`config.mk`:
```
export PLATFORM = sky130hd
export DESIGN_NAME = pvc_victim_store
export DESIGN_NICKNAME = d
export VERILOG_FILES = /design/src/rtl/pvc_pkg.sv /design/src/rtl/pvc_cam_match.sv /design/src/rtl/pvc_free_pick.sv /design/src/rtl/pvc_rel_guard.sv /design/src/rtl/pvc_victim_store.sv
export SDC_FILE = /design/constraint.sdc
export NUM_CORES = 2
export LEC_CHECK = 0
export BUFFER_PORTS_ARGS = -buffer_cell sky130_fd_sc_hd__buf_2
export CAP_MARGIN = 25
export CORE_MARGIN = 5
export CORE_UTILIZATION = 50
export DETAILED_ROUTE_END_ITERATION = 6
export PLACE_DENSITY = 0.74
export SYNTH_ARGS = -nofsm -noshare
export SYNTH_HDL_FRONTEND = slang
export SYNTH_SLANG_ARGS = --single-unit
```
`constraint.sdc`:
```
create_clock -name clk -period 8.35 [get_ports clk]
set_input_delay 1.67 -clock clk [delete_from_list [all_inputs] [get_ports clk]]
set_output_delay 1.67 -clock clk [all_outputs]
set_load 0.02 [all_outputs]
```
`src/rtl/pvc_pkg.sv`:
```
package pvc_pkg;

    // Outcome of a release request against the current table.
    typedef enum logic [1:0] {
        REL_IDLE = 2'd0,
        REL_KEEP = 2'd1,
        REL_DROP = 2'd2
    } rel_act_e;

endpackage

```
`src/rtl/pvc_cam_match.sv`:
```
module pvc_cam_match #(
    parameter int DEPTH  = 8,
    parameter int ADDR_W = 16,
    localparam int IDX_W = (DEPTH > 1) ? $clog2(DEPTH) : 1
) (
    input  logic [DEPTH-1:0]             vld,
    input  logic [DEPTH-1:0][ADDR_W-1:0] tab,
    input  logic [ADDR_W-1:0]            key,
    output logic [DEPTH-1:0]             hit_vec,
    output logic                         hit,
    output logic [IDX_W-1:0]             idx
);

    // One comparator per slot.
    for (genvar g = 0; g < DEPTH; g++) begin : g_cmp
        assign hit_vec[g] = vld[g] && (tab[g] == key);
    end

    assign hit = |hit_vec;

    always_comb begin
        idx = '0;
        for (int i = DEPTH - 1; i >= 0; i--) begin
            if (hit_vec[i]) idx = IDX_W'(i);
        end
    end

endmodule

```
`src/rtl/pvc_free_pick.sv`:
```
module pvc_free_pick #(
    parameter int DEPTH = 8,
    localparam int IDX_W = (DEPTH > 1) ? $clog2(DEPTH) : 1
) (
    input  logic [DEPTH-1:0] vld,
    output logic             any_free,
    output logic [IDX_W-1:0] free_idx
);

    assign any_free = ~&vld;

    // Lowest-numbered empty slot wins.
    always_comb begin
        free_idx = '0;
        for (int i = DEPTH - 1; i >= 0; i--) begin
            if (!vld[i]) free_idx = IDX_W'(i);
        end
    end

endmodule

```
`src/rtl/pvc_rel_guard.sv`:
```
module pvc_rel_guard
    import pvc_pkg::*;
#(
    parameter int TOK_W       = 8,
    parameter int DATA_W      = 32,
    parameter bit VALUE_GUARD = 1'b1
) (
    input  logic              req,
    input  logic              present,
    input  logic [TOK_W-1:0]  own_tok,
    input  logic [DATA_W-1:0] own_data,
    input  logic [TOK_W-1:0]  rel_tok,
    input  logic [DATA_W-1:0] rel_data,
    output rel_act_e          act
);

    logic tok_same;
    logic val_same;

    assign tok_same = (own_tok == rel_tok);

    if (VALUE_GUARD) begin : g_val
        assign val_same = (own_data == rel_data);
    end else begin : g_tok_only
        assign val_same = 1'b0;
    end

    always_comb begin
        if (!req || !present)        act = REL_IDLE;
        else if (tok_same || val_same) act = REL_DROP;
        else                         act = REL_KEEP;
    end

endmodule

```
`src/rtl/pvc_victim_store.sv`:
```
module pvc_victim_store
    import pvc_pkg::*;
#(
    parameter int DEPTH       = 8,
    parameter int ADDR_W      = 16,
    parameter int DATA_W      = 32,
    parameter int TOK_W       = 8,
    parameter bit VALUE_GUARD = 1'b1
) (
    input  logic              clk,
    input  logic              rst_n,
    input  logic              ev_vld,
    input  logic [ADDR_W-1:0] ev_addr,
    input  logic [DATA_W-1:0] ev_data,
    input  logic [TOK_W-1:0]  ev_tok,
    input  logic              lk_vld,
    input  logic [ADDR_W-1:0] lk_addr,
    output logic              lk_hit,
    output logic [DATA_W-1:0] lk_data,
    input  logic              rel_vld,
    input  logic [ADDR_W-1:0] rel_addr,
    input  logic [TOK_W-1:0]  rel_tok,
    input  logic [DATA_W-1:0] rel_data,
    input  logic              flush,
    output logic              ovf
);

    localparam int IDX_W = (DEPTH > 1) ? $clog2(DEPTH) : 1;

    typedef struct packed {
        logic [DEPTH-1:0]             vld;
        logic [DEPTH-1:0][ADDR_W-1:0] addr;
        logic [DEPTH-1:0][DATA_W-1:0] data;
        logic [DEPTH-1:0][TOK_W-1:0]  tok;
        logic                         ovf;
    } store_t;

    store_t st_d, st_q;

    // Address searches on the registered table.
    logic [DEPTH-1:0] lk_vec, ev_vec, rel_vec;
    logic             lk_any, ev_any, rel_any;
    logic [IDX_W-1:0] lk_idx, ev_idx, rel_idx;
    logic             slot_free;
    logic [IDX_W-1:0] slot_idx;
    rel_act_e         rel_act;
    logic             same_addr;

    pvc_cam_match #(.DEPTH(DEPTH), .ADDR_W(ADDR_W)) u_lk_cam (
        .vld(st_q.vld), .tab(st_q.addr), .key(lk_addr),
        .hit_vec(lk_vec), .hit(lk_any), .idx(lk_idx)
    );

    pvc_cam_match #(.DEPTH(DEPTH), .ADDR_W(ADDR_W)) u_ev_cam (
        .vld(st_q.vld), .tab(st_q.addr), .key(ev_addr),
        .hit_vec(ev_vec), .hit(ev_any), .idx(ev_idx)
    );

    pvc_cam_match #(.DEPTH(DEPTH), .ADDR_W(ADDR_W)) u_rel_cam (
        .vld(st_q.vld), .tab(st_q.addr), .key(rel_addr),
        .hit_vec(rel_vec), .hit(rel_any), .idx(rel_idx)
    );

    pvc_free_pick #(.DEPTH(DEPTH)) u_free (
        .vld(st_q.vld), .any_free(slot_free), .free_idx(slot_idx)
    );

    pvc_rel_guard #(.TOK_W(TOK_W), .DATA_W(DATA_W), .VALUE_GUARD(VALUE_GUARD)) u_guard (
        .req(rel_vld), .present(rel_any),
        .own_tok(st_q.tok[rel_idx]), .own_data(st_q.data[rel_idx]),
        .rel_tok(rel_tok), .rel_data(rel_data),
        .act(rel_act)
    );

    assign same_addr = ev_vld && rel_vld && (ev_addr == rel_addr);

    always_comb begin
        st_d = st_q;
        if (flush) begin
            st_d.vld = '0;
            st_d.ovf = 1'b0;
        end else begin
            // Guarded release; a concurrent evict of the same line wins.
            if (rel_act == REL_DROP && !same_addr) begin
                st_d.vld[rel_idx] = 1'b0;
            end
            if (ev_vld) begin
                if (ev_any) begin
                    st_d.data[ev_idx] = ev_data;
                    st_d.tok[ev_idx]  = ev_tok;
                end else if (slot_free) begin
                    st_d.vld[slot_idx]  = 1'b1;
                    st_d.addr[slot_idx] = ev_addr;
                    st_d.data[slot_idx] = ev_data;
                    st_d.tok[slot_idx]  = ev_tok;
                end else begin
                    st_d.ovf = 1'b1;
                end
            end
        end
    end

    always_ff @(posedge clk) begin
        if (!rst_n) begin
            st_q.vld  <= '0;
            st_q.addr <= '0;
            st_q.data <= '0;
            st_q.tok  <= '0;
            st_q.ovf  <= 1'b0;
        end else begin
            st_q <= st_d;
        end
    end

    assign lk_hit  = lk_vld && lk_any;
    assign lk_data = lk_hit ? st_q.data[lk_idx] : '0;
    assign ovf     = st_q.ovf;

    AST_ONE_MATCH: assert property (@(posedge clk) disable iff (!rst_n)
        $onehot0(lk_vec));

    AST_MISS_ZERO: assert property (@(posedge clk) disable iff (!rst_n)
        !lk_hit |-> (lk_data == '0));

    AST_FULL_RAISES: assert property (@(posedge clk) disable iff (!rst_n)
        (ev_vld && !flush && !ev_any && (&st_q.vld)) |=> ovf);

    AST_OVF_HOLDS: assert property (@(posedge clk) disable iff (!rst_n)
        (ovf && !flush) |=> ovf);

    AST_FLUSH_EMPTIES: assert property (@(posedge clk) disable iff (!rst_n)
        flush |=> (st_q.vld == '0) && !ovf);

    AST_EVICT_WINS: assert property (@(posedge clk) disable iff (!rst_n)
        (same_addr && !flush) |=> ($countones(st_q.vld) >= $countones($past(st_q.vld))));

endmodule

```
Word level (Yosys, flattened, before mapping)
Index checks and enable logic that the tools add are counted.
{"block": "word_totals", "input_bits": 134, "wordCells": 181, "output_inout_bits": 34, "ff_bits": 457}
{"block": "classes", "bitwise_logic": 7, "n_lt_le_gt_ge": 7, "n_reduce_logical": 44, "n_eq_ne": 29, "muxes": 68}
{"op": "$bwmux W256", "count": 2}
{"op": "$mux W457", "count": 1}
{"op": "$mux W456", "count": 1}
{"op": "$eq A16 B16 Y1", "count": 25}
{"op": "$mux W320", "count": 1}
{"op": "$bmux W32 S3", "count": 2}
{"op": "$demux W32 S3", "count": 2}
{"op": "$mux W32", "count": 5}
{"op": "$mux W136", "count": 1}
{"op": "$bwmux W128", "count": 1}
{"op": "$bwmux W64", "count": 2}
{"op": "$mux W3", "count": 32}
{"op": "$demux W16 S3", "count": 1}
{"op": "$demux W8 S3", "count": 2}
{"op": "$mux W8", "count": 5}
{"op": "$eq A32 B32 Y1", "count": 1}
{"op": "$logic_and A1 B1 Y1", "count": 31}
{"op": "$bmux W8 S3", "count": 1}
{"op": "$reduce_or A8 Y1", "count": 3}
{"op": "$lt A3 B4 Y1 const B", "count": 4}
{"op": "$mux W16", "count": 1}
{"op": "$reduce_and A10 Y1", "count": 1}
{"op": "$ge A3 B1 Y1 const B", "count": 3}
{"op": "$and A8 B8 Y8", "count": 1}
{"op": "15 further kinds", "count": 26}

Longest topological paths before layout
{"block": "depth", "ltp_word": 24, "mapped_depth": 18, "ltp_nobuf": 13}

Cells and area by module
Synthesis repeated with hierarchy kept, for this count alone.
{"block": "unflattened", "hier_cells": 3227, "area_unflattened_um2": 27672.8}
{"module": "pvc_victim_store", "area_each_um2": 21897.3, "instances": 1, "cells_per_inst": 2535, "seq_area_each_um2": 9148.8}
{"module": "pvc_cam_match", "area_each_um2": 1749.2, "instances": 3, "cells_per_inst": 207, "seq_area_each_um2": 0.0}
{"module": "pvc_rel_guard", "area_each_um2": 454.2, "instances": 1, "cells_per_inst": 56, "seq_area_each_um2": 0.0}
{"module": "pvc_free_pick", "area_each_um2": 73.8, "instances": 1, "cells_per_inst": 15, "seq_area_each_um2": 0.0}

Worst setup path before layout
No wires, ideal clock.
{"block": "synth_timing", "path_kind": "input-to-output", "start": "input lk_addr[5]", "end": "output lk_data[10]", "slack_ns": 1.960, "path_stages": 14, "required_time_ns": 6.680, "arrival_ns": 4.720, "path_buffers": 2, "cell_sequence": "clkbuf_1 -> xor2_1 -> nor4_1 -> nand4_1 -> or4_1 -> o21ai_0 -> a21oi_1 -> nor2_1 -> nor2_1 -> nor2_1 -> buf_2 -> mux2i_1 -> mux2i_1 -> nor2_1"}
{"block": "synth_via", "elab_chain_cells": 13, "elab_cells_between_ends": 29, "cone_classes": "8 x eq/ne; 11 x mux; 10 x reduce/logical"}
{"element": "start, declared", "line": "pvc_victim_store.sv:17", "source": "input logic [ADDR_W-1:0] lk_addr,"}
{"element": "$eq A16 B16 Y1", "line": "pvc_cam_match.sv:16", "source": "assign hit_vec[g] = vld[g] && (tab[g] == key);"}
{"element": "$logic_and A1 B1 Y1", "line": "pvc_cam_match.sv:16"}
{"element": "$mux W3 (8 in series)", "line": "pvc_cam_match.sv:24", "source": "if (hit_vec[i]) idx = IDX_W'(i);"}
{"element": "$bmux W32 S3", "line": "pvc_victim_store.sv:116", "source": "assign lk_data = lk_hit ? st_q.data[lk_idx] : '0;"}
{"element": "$mux W32 (implied by the code)", "line": "pvc_victim_store.sv:116"}
{"element": "$mux W32 (*)", "line": "pvc_victim_store.sv:116"}
{"element": "end, declared", "line": "pvc_victim_store.sv:19", "source": "output logic [DATA_W-1:0] lk_data,"}
Every way passes the cells marked *; elsewhere a longest branch is shown, timed or not. The select of a mux whose other input is x is not followed.

Final worst setup path
{"block": "layout_timing", "start": "input lk_addr[7]", "end": "output lk_data[12]"}
The elaborated chain is that of the path after synthesis.

==> impl_metrics.env <==
export IMPL_synth_cell_types=114
export IMPL_antenna_found_initial=10
export IMPL_worstRegToRegCells=13
export IMPL_dpl_hpwl_mm=82.33
export IMPL_layout_area_overhead_vs_synth_pct=8.682
export IMPL_synth_cells=3523
export IMPL_grt_first_pass_wirelength_mm=174.3
export IMPL_critical_path_class="in2out"
export IMPL_irDropWorstVdd_uv=130.4
export IMPL_num_fill_cells=5440
export IMPL_critical_path_required_ns=6.68
export IMPL_detailedRoute_firstPassIterationCount=7
export IMPL_crit_reg2reg_launch="st_q[450]$_SDFF_PP0_"
export IMPL_synth_area_per_cell_sq_um=8.705
export IMPL_timing_max_transition_violations_final=0
export IMPL_place_area_sq_um=31600
export IMPL_num_rows=90
export IMPL_wl_mm=120.1
export IMPL_worstHoldPathType="reg2reg"
export IMPL_max_slew_margin_rel_pct=25.96
export IMPL_finalWorstPathRequiredPeriod_ns=7.358
export IMPL_postSynthNetCount=3657
export IMPL_setup_worst_path_start_class="input pin"
export IMPL_dominant_register_cell_in_the_synthesized_netlist="dfxtp_1"
export IMPL_clk_latency_ns=0.62
export IMPL_gp_routability_congestion=1.049
export IMPL_timing_clock_skew_ns=0.03377
export IMPL_synth_enable_flop_cells=0
export IMPL_final_cell_mix="mux2i_1, dfxtp_1, nor2b_1"
export IMPL_cts_setup_buffers=0
export IMPL_timing_reg2reg_setup_slack_ns=2.37
export IMPL_power_static_leakage_nw=12.08
export IMPL_cts_hold_buf=0
export IMPL_ys_async_sr_fraction_pct=0
export IMPL_ant_nets=0
export IMPL_dp_slack_ns=0.8819
export IMPL_post_detailed_route_wirelength_per_cell_microns=27.90
export IMPL_die_area_sq_um=66390
export IMPL_holdPathStages=2
export IMPL_seq_area_frac_synth_pct=29.83
export IMPL_power_density_cell_area_nw_per_um2=150.5
export IMPL_final_cycle_utilization_of_the_critical_path_pct=88.12
export IMPL_crit_path_arrival_time_ns=5.69
export IMPL_die_w_microns=257.7
export IMPL_via_total_after_detailed_routing=27828
export IMPL_post_layout_total_power_mw=5.015
export IMPL_drt_initial_drc_count=3550
export IMPL_clock_transition_time_at_the_flip_flop_clock_pins_of_the_worst_setup_and_hold_paths_ns=0.06
export IMPL_failing_checks="DRC"
export IMPL_numClockSinks=457
export IMPL_drv_max_cap_violation_count=0
export IMPL_ctsLongestPathBuffers=3
export IMPL_synth_seq_cells=457
export IMPL_grt_start_max_net_pins=131
export IMPL_final_nets=3611
export IMPL_post_place_cells=4204
export IMPL_outcome="finished with violations"
export IMPL_critical_path_endpoint_type="primary output"
export IMPL_postLayoutSetupSlackWorst_ns=0.9920
export IMPL_postLayoutCellArea_sq_um=33330
export IMPL_placement_io_buffers=167
export IMPL_postCtsResizedCells=0
export IMPL_hold_worst_slack_ns=0.5129
export IMPL_fp_coreArea_sq_um=60580
export IMPL_chipHeight_microns=257.7
export IMPL_tritoncts_num_buffers=51
export IMPL_capturing_point_of_the_worst_reg2reg_path="st_q[454]$_SDFF_PP0_"
export IMPL_ys_warnings=0
export IMPL_synth_area_sq_um=30670
export IMPL_cts_tree="built"
export IMPL_timing_setup_tns_ns=0
export IMPL_io_pin_count=168
export IMPL_worst_slew_pin_transition_ns=1.111
export IMPL_floorplan_initialDensity_pct=50.62
export IMPL_viasPerCell=6.466
export IMPL_grt_use_total_pct=34.08
export IMPL_max_freq_mhz=135.9
export IMPL_grt_pass1_vias=26422
export IMPL_layout_commonest_cell="mux2i_1"
export IMPL_drive_above_1_share_pct=11.21
export IMPL_critPathMaxFanout=39
export IMPL_hold_violations=0
export IMPL_rsz0062_at_grt="false"
export IMPL_overflow=0
export IMPL_post_route_util_pct=55.02
export IMPL_detail_route_drc_violations=2
export IMPL_setup_violations=0
export IMPL_stdcell_count=4304
export IMPL_clock_tree_root_cell="clkbuf_16"
export IMPL_cts_max_level=2
-- synthesized netlist by cell type, types with 6 or more instances --
master / instances / area [sq um]
a2111oi_0: 8 / 70.07
a211oi_1: 12 / 90.09
a21boi_0: 130 / 975.9
a21oi_1: 36 / 180.2
a22oi_1: 6 / 45.04
a31oi_1: 6 / 37.54
and2_1: 13 / 81.33
and3_1: 20 / 125.1
and3b_1: 8 / 70.07
buf_1: 28 / 105.1
buf_2: 67 / 335.3
buf_4: 9 / 67.56
buf_6: 19 / 214.0
clkbuf_1: 193 / 724.4
dfxtp_1: 457 / 9149
inv_1: 18 / 67.56
mux2i_1: 563 / 5635
nand2_1: 275 / 1032
nand2b_1: 19 / 118.9
nand3_1: 203 / 1016
nand3b_1: 11 / 82.58
nand4_1: 73 / 456.7
nor2_1: 133 / 499.2
nor2b_1: 328 / 2052
nor3_1: 67 / 335.3
nor4_1: 76 / 475.5
nor4_2: 7 / 87.58
nor4_4: 6 / 127.6
nor4bb_1: 6 / 60.06
o2111ai_1: 11 / 96.34
o211ai_1: 15 / 112.6
o21a_1: 14 / 105.1
o21ai_0: 35 / 175.2
o221ai_1: 20 / 175.2
o22ai_1: 10 / 62.56
o311ai_0: 7 / 61.31
o31ai_1: 18 / 135.1
or2_2: 10 / 62.56
or3_1: 13 / 81.33
or4_1: 16 / 120.1
xnor2_1: 212 / 1857
xnor2_2: 14 / 227.7
xor2_1: 186 / 1629
-- worst max path at each step --
| stage | endpoint | depth (start not counted) | from |
|---|---|---|---|
| 2_1_floorplan | lk_data[10] | 14 | lk_addr[5] |
| 3_3_place_gp | st_q[451]$_SDFF_PP0_ | 15 | rel_addr[8] |
| 3_5_place_dp | st_q[454]$_SDFF_PP0_ | 15 | rel_addr[8] |
| 4_1_cts | lk_data[27] | 13 | lk_addr[7] |
| 5_1_grt | lk_data[11] | 16 | lk_addr[7] |
| 6_report | lk_data[12] | 12 | lk_addr[7] |
-- cells by family after synthesis --
logic type	synth area share (%)
buf+inv	5.018
xor+xnor	12.16
simple gates	24.14
mux	18.57
flops	29.83
compound gates	10.28
-- per-layer routing --
layer  part of all wire [%]  wire length [microns]  GRT usage, %  vias up
li1                       -                      -             -    12335
met1                     40                  48310         45.55    13362
met2                     43                  51980         52.00     1707
met3                     11                  13140         8.089      418
met4                    5.5                   6626         16.35        6
met5                  0.028                     34             0        -
-- worst max-delay path, cell delays in order --
cell and delay, ns:
buf_2 0.34, xor2_1 0.16, nor4_1 0.37, nand2_1 0.15
nor4_1 0.72, o211ai_1 0.25, a211o_4 0.66, mux2i_1 0.30
mux2i_1 0.10, mux2i_1 0.58, nor2_1 0.10, buf_2 0.20
-- power breakdown --
group | internal, mW | switching [mW]
registers | 2.20 | 0.0261
logic | 0.184 | 0.316
clock network | 1.32 | 0.965
-- cell type report --
class,instances,area [sq um],share of cell area (%)
Antenna cell,7,17.52,0.05255
Clock buffer,74,1443,4.328
Clock inverter,17,229.0,0.6869
Inverter,18,67.56,0.2027
Multi-Input combinational cell,2729,20140,60.41
Sequential cell,457,9149,27.45
Tap cell,782,978.4,2.935
Timing Repair Buffer,220,1311,3.934
(Power assumes the default switching activity.)
